## src/rtl/egts_pkg.sv

```systemverilog
package egts_pkg;
  localparam int WORD_W = 16;
  localparam int REG_AW = 3;
  localparam int WIN_W  = 4 * WORD_W;

  localparam logic [REG_AW-1:0] OFS_W0   = 3'd0;
  localparam logic [REG_AW-1:0] OFS_W1   = 3'd1;
  localparam logic [REG_AW-1:0] OFS_W2   = 3'd2;
  localparam logic [REG_AW-1:0] OFS_W3   = 3'd3;
  localparam logic [REG_AW-1:0] OFS_POP  = 3'd4;
  localparam logic [REG_AW-1:0] OFS_IEN  = 3'd5;
  localparam logic [REG_AW-1:0] OFS_STAT = 3'd6;

  typedef struct packed {
    logic [7:0]  dom;
    logic [3:0]  mtype;
    logic [15:0] seq;
    logic [4:0]  sec;
    logic [29:0] ns;
  } ts_rec_t;

  // Window layout, word 3 in the top bits.
  function automatic logic [WIN_W-1:0] pack_window(ts_rec_t r, logic vld);
    logic [WORD_W-1:0] w0, w1, w2, w3;
    w0 = {vld, r.sec[4:2], r.mtype, r.dom};
    w1 = r.seq;
    w2 = r.ns[15:0];
    w3 = {r.sec[1:0], r.ns[29:16]};
    return {w3, w2, w1, w0};
  endfunction
endpackage

```

## src/rtl/egts_store.sv

```systemverilog
module egts_store
  import egts_pkg::*;
#(
  parameter int DEPTH = 8,
  localparam int PW = (DEPTH > 1) ? $clog2(DEPTH) : 1,
  localparam int CW = $clog2(DEPTH + 1)
) (
  input  logic          clk,
  input  logic          rst,
  input  logic          push,
  input  ts_rec_t       push_rec,
  input  logic          pop,
  output ts_rec_t       win_rec,
  output logic          win_vld,
  output logic [CW-1:0] count,
  output logic          full,
  output logic          empty,
  output logic          drop
);
  ts_rec_t       mem [DEPTH];
  logic [PW-1:0] wp, rp;
  logic          push_ok, pop_ok;

  assign full    = (count == CW'(DEPTH));
  assign empty   = (count == '0);
  assign push_ok = push && !full;
  assign pop_ok  = pop && !empty;
  assign drop    = push && full;

  function automatic logic [PW-1:0] next_ptr(logic [PW-1:0] p);
    return (p == PW'(DEPTH - 1)) ? '0 : p + 1'b1;
  endfunction

  // Storage array: write port only, no reset, so it can map to RAM.
  always_ff @(posedge clk) begin
    if (push_ok) mem[wp] <= push_rec;
  end

  // Registered read port that feeds the window.
  always_ff @(posedge clk) begin
    if (rst) begin
      win_rec <= '0;
      win_vld <= 1'b0;
    end else if (pop) begin
      win_vld <= !empty;
      win_rec <= empty ? '0 : mem[rp];
    end
  end

  always_ff @(posedge clk) begin
    if (rst) begin
      wp    <= '0;
      rp    <= '0;
      count <= '0;
    end else begin
      if (push_ok) wp <= next_ptr(wp);
      if (pop_ok)  rp <= next_ptr(rp);
      case ({push_ok, pop_ok})
        2'b10:   count <= count + 1'b1;
        2'b01:   count <= count - 1'b1;
        default: count <= count;
      endcase
    end
  end
endmodule

```

## src/rtl/egts_regs.sv

```systemverilog
module egts_regs
  import egts_pkg::*;
(
  input  logic              clk,
  input  logic              rst,
  input  logic              wr_en,
  input  logic [REG_AW-1:0] addr,
  input  logic [WORD_W-1:0] wdata,
  input  logic [WIN_W-1:0]  win_word,
  input  logic              fifo_empty,
  input  logic              drop,
  output logic              pop_cmd,
  output logic              irq_en,
  output logic              ovf,
  output logic              irq,
  output logic [WORD_W-1:0] rd_data
);
  logic              ovf_clr;
  logic [WORD_W-1:0] rd_mux;
  logic              unused_wbits;

  assign unused_wbits = ^wdata[WORD_W-1:2];
  assign pop_cmd = wr_en && (addr == OFS_POP) && wdata[0];
  assign ovf_clr = wr_en && (addr == OFS_STAT) && wdata[1];

  always_ff @(posedge clk) begin
    if (rst) begin
      irq_en <= 1'b0;
      ovf    <= 1'b0;
      irq    <= 1'b0;
    end else begin
      if (wr_en && addr == OFS_IEN) irq_en <= wdata[0];
      if (drop)         ovf <= 1'b1;
      else if (ovf_clr) ovf <= 1'b0;
      irq <= irq_en && !fifo_empty;
    end
  end

  always_comb begin
    case (addr)
      OFS_W0:   rd_mux = win_word[0*WORD_W +: WORD_W];
      OFS_W1:   rd_mux = win_word[1*WORD_W +: WORD_W];
      OFS_W2:   rd_mux = win_word[2*WORD_W +: WORD_W];
      OFS_W3:   rd_mux = win_word[3*WORD_W +: WORD_W];
      OFS_IEN:  rd_mux = {{(WORD_W-1){1'b0}}, irq_en};
      OFS_STAT: rd_mux = {{(WORD_W-2){1'b0}}, ovf, !fifo_empty};
      default:  rd_mux = '0;
    endcase
  end

  always_ff @(posedge clk) begin
    if (rst) rd_data <= '0;
    else     rd_data <= rd_mux;
  end
endmodule

```

## src/rtl/egress_ts_fifo.sv

```systemverilog
module egress_ts_fifo
  import egts_pkg::*;
#(
  parameter int DEPTH = 8
) (
  input  logic        clk,
  input  logic        rst,
  input  logic        cap_valid,
  input  logic [7:0]  cap_domain,
  input  logic [3:0]  cap_msgtype,
  input  logic [15:0] cap_seqid,
  input  logic [4:0]  cap_sec,
  input  logic [29:0] cap_nsec,
  input  logic        wr_en,
  input  logic [2:0]  addr,
  input  logic [15:0] wdata,
  output logic [15:0] rd_data,
  output logic        irq
);
  localparam int CW = $clog2(DEPTH + 1);

  ts_rec_t          cap_rec, win_rec;
  logic             win_vld, fifo_full, fifo_empty, fifo_drop;
  logic [CW-1:0]    fifo_cnt;
  logic [WIN_W-1:0] win_word;
  logic             pop_cmd, irq_en, ovf;

  assign cap_rec  = '{dom: cap_domain, mtype: cap_msgtype, seq: cap_seqid,
                      sec: cap_sec, ns: cap_nsec};
  assign win_word = pack_window(win_rec, win_vld);

  egts_store #(.DEPTH(DEPTH)) u_store (
    .clk      (clk),
    .rst      (rst),
    .push     (cap_valid),
    .push_rec (cap_rec),
    .pop      (pop_cmd),
    .win_rec  (win_rec),
    .win_vld  (win_vld),
    .count    (fifo_cnt),
    .full     (fifo_full),
    .empty    (fifo_empty),
    .drop     (fifo_drop)
  );

  egts_regs u_regs (
    .clk        (clk),
    .rst        (rst),
    .wr_en      (wr_en),
    .addr       (addr),
    .wdata      (wdata),
    .win_word   (win_word),
    .fifo_empty (fifo_empty),
    .drop       (fifo_drop),
    .pop_cmd    (pop_cmd),
    .irq_en     (irq_en),
    .ovf        (ovf),
    .irq        (irq),
    .rd_data    (rd_data)
  );
endmodule

```

## config.mk

```make
export PLATFORM = sky130hd
export DESIGN_NAME = egress_ts_fifo
export DESIGN_NICKNAME = d
export VERILOG_FILES = /design/src/rtl/egts_pkg.sv /design/src/rtl/egts_store.sv /design/src/rtl/egts_regs.sv /design/src/rtl/egress_ts_fifo.sv
export SDC_FILE = /design/constraint.sdc
export NUM_CORES = 1
export LEC_CHECK = 0
export BUFFER_PORTS_ARGS = -buffer_cell sky130_fd_sc_hd__buf_2
export CORE_ASPECT_RATIO = 0.8
export CORE_UTILIZATION = 25
export CTS_CLUSTER_DIAMETER = 40
export CTS_CLUSTER_SIZE = 25
export DETAILED_ROUTE_END_ITERATION = 8
export SLEW_MARGIN = 5
export SYNTH_ARGS = -nofsm -noshare
export SYNTH_HDL_FRONTEND = slang
export SYNTH_SLANG_ARGS = --single-unit
```

## constraint.sdc

```tcl
create_clock -name clk -period 9.4 [get_ports clk]
set_input_delay 0.47 -clock clk [delete_from_list [all_inputs] [get_ports clk]]
set_output_delay 0.47 -clock clk [all_outputs]
set_load 0.02 [all_outputs]
```

==> reports/qor.csv <==
stage;metric;value;unit
cells_and_area;area_delta_synth_final;16.22;%
timing;period_share;34.36;%
run;cap_violations;0;
critical_path;cp_common_cell;buf_4;
cells_and_area;drive_above_1_share;35.84;%
synthesis;synth-edff-count;504;
cells_and_area;layout_commonest_cell;edfxtp_1;
timing;max_freq;309.6;MHz
pwr;power.internal;4.147;mW
timing;period_minus_slack;3.230;ns
drt;top_layer;met5;
synthesis;synth_cell_types;36;
global_route;grt_pass1_vias;10944;
clocking;numClockSinks;600;
synthesis;synth.top_cells.by_area;edfxtp_1, mux4_2, dfxtp_1;
drt;drt-initial-drc-count;885;
floorplan;rows;97;
floorplan;fp.dieArea;91080;um^2
critical_path;end_kind;flip-flop;
timing;tns;0;ns
critical_path;path_class;flip-flop to flip-flop;
synthesis;ys_warn_count;0;
pwr;peakVddDrop;0.0001570;V
placed_design;dp_hpwl;28220;um
drt;antenna_left;0;
pwr;power_frac_comb;3.2;%
pwr;p_sw;1.185;mW
global_route;antenna_found_initial;23;
drt;num_vias;10468;
drt;via_per_inst;4.436;
pwr;power;5.331;mW
synthesis;syn_area;22470;um^2
synthesis;ys.flop_type;edfxtp_1;
cells_and_area;mostFrequentLayoutCells;edfxtp_1, mux4_2, dfxtp_1;
clocking;cts.clk_slew.worst_paths;0.09;ns
min_path;hold_class;input port to flip-flop;
drt;wl_met2;23450;um
floorplan;die_height;270.1;um
pwr;pwr-share-seq;55.1;%
timing;setup_slack;6.170;ns
run_status;status;complete, no violations;
critical_path;crit_fanout;69;
synthesis;syn_avg_cell_area;21.77;um^2
timing;finalHoldViolations;0;
clocking;cts_htree_levels;2;
critical_path;cp.required;9.88;ns
placed_design;io_buffers;88;
placed_design;post_dp_cell_area;24340;um^2
timing;setup_viol;0;
drt;wl;50510;um
clocking;cts_tree;built;
drt;dr.pass1.iters;5;
floorplan;fp.coreArea;88230;um^2
critical_path;worst_path_largest_cell_delay;0.85;ns
cells_and_area;fin_area;26110;um^2
timing;maxSlewHeadroom;23.59;%
drt;met1_length;22070;um
clocking;ctsHoldBuffers;0;
drt;drc;0;
global_route;grtUsageTotal;11.09;%
clocking;clock_latency;0.61;ns
timing;worst_pin_slew;1.146;ns
clocking;post_cts_buffers;0;
critical_path;critical-path-top-delay-family;buffers and inverters;
critical_path;path_cells;buf_4 -> buf_4 -> mux4_2 -> mux2_2 -> a22o_1;
timing;hold_slack;0.1294;ns
drt;routed-wl-met3;3974;um
synthesis;syn_nets;1125;
synthesis;synthCells;1032;
clocking;cts_buffers;48;
clocking;cts_resized;0;
pwr;power_leakage;8.152;nW
floorplan;ios;103;
global_route;grt_max_degree;115;
floorplan;die_x;337.2;um
global_route;grt_pass1_wl;74500;um
placed_design;pre_cts_slack;6.152;ns
cells_and_area;nets;1225;
drt;post_drt_wl_per_cell;21.40;um
critical_path;cp-start-kind;flip-flop;
floorplan;initial_utilization;25.46;%
synthesis;synth_top_area_share;67.36;%
timing;rsz0062_at_grt;false;
pwr;switching_share;22.22;%
synthesis;synth_area_leader_cell;edfxtp_1;
placed_design;gp_congestion;0.7458;
synthesis;ys_seq_area_share;75.91;%
pwr;clkPwrFrac;41.7;%
synthesis;ys_async_sr_fraction;0;%
global_route;gr-total-overflow;0;
pwr;powerDensity;204.2;nW/um^2
critical_path;path_buf_inv;2;
clocking;clk_root_buffer_cell;clkbuf_16;
cells_and_area;diodes;0;
synthesis;ys_seq_elements;600;
critical_path;cp_slowest_cell;buf_4;
timing;drv_slew;0;
timing;skew;0.03006;ns
clocking;cts_buffer_depth;3;
critical_path;worst-endpoint-arrival;3.71;ns
worst register-to-register path: stages (launching register included):
cell and delay [ns]:
dfxtp_4 0.45, buf_4 0.86, buf_4 0.82, mux4_2 0.47, mux2_2 0.33, a22o_1 0.20
routing by layer:
metal  up-vias  track usage [%]
met1      5556            15.08
li1       4503                -
met3        98            3.576
met4        26            2.177
met5         -                0
met2       285            17.27
Yosys cell counts (2+ instances only):
cell type  number
nor4_1          2
nor2_1         14
nand3_1         5
nand2_1        11
o21ai_0         3
mux4_2        140
mux2_2         67
clkbuf_1       29
dfxtp_1        96
or2_2           2
nand2b_1        2
or3_1           3
mux2i_1         5
buf_6           6
buf_2          23
nor2b_1        18
edfxtp_1      504
a22oi_1         2
a21oi_1         8
a22o_1         63
nand3b_1        2
nor3_1          5
ha_1            7
xor2_1          3
logic make-up (layout without fill, tap and decap cells):
family,after synthesis,in the layout,synth area share [%]
xor+xnor,3,3,0.1170
simple gates,69,69,1.659
mux,212,212,17.61
flops,600,600,75.91
buf+inv,60,200,1.331
compound gates,81,81,2.974
fa+ha+maj,7,7,0.3898
registers in the layout, summed over array words and instances (netlist names), named ones only:
name,cells
u_regs.irq_en,1
u_store.wp,3
u_store.rp,3
u_regs.ovf,1
u_store.mem,504
u_regs.irq,1
u_store.win_rec,63
u_store.win_vld,1
u_store.count,4
u_regs.rd_data,16
worst paths after layout:
| path | start | cells after the start | slack (ns) | end |
|---|---|---|---|---|
| setup / recovery | flip-flop | 5 | 6.17 | u_store.win_rec[13]$_SDFFE_PP0N_ |
| hold / removal | cap_seqid[5] | 1 | 0.13 | u_store.mem[6][40]$_DFFE_PP_ |
| setup reg to reg | flip-flop | 5 | 6.17 | u_store.win_rec[13]$_SDFFE_PP0N_ |
| hold reg to reg | u_store.win_vld$_SDFFE_PP0N_ | 2 | 0.46 | u_store.win_vld$_SDFFE_PP0N_ |
metrics by stage:
step	std cells	util, %
final	2360	29.59
after global routing	2360	29.59
after CTS	2360	29.59
after detailed placement	2270	27.59
after global placement	2270	27.59
after floorplan	1032	-
power by group through the flow:
stage	clock, mW	combinational [mW]	sequential [mW]
2_1_floorplan	0	0.0900	3.00
3_3_place_gp	0	0.167	3.00
3_5_place_dp	0	0.172	3.00
4_1_cts	2.28	0.174	2.94
5_1_grt	2.37	0.186	2.94
6_report	2.22	0.170	2.94
final cells by class:
class                   instances  area [um^2]
clock inverters                36        503.0
repair buffers                109        610.6
flip-flops and latches        600        17070
clock buffers                  54         1265
well taps                    1188         1486
multi-input cells             372         5175
inverters                       1        3.754
fillers                      8517        62120
(Power assumes the default switching activity.)
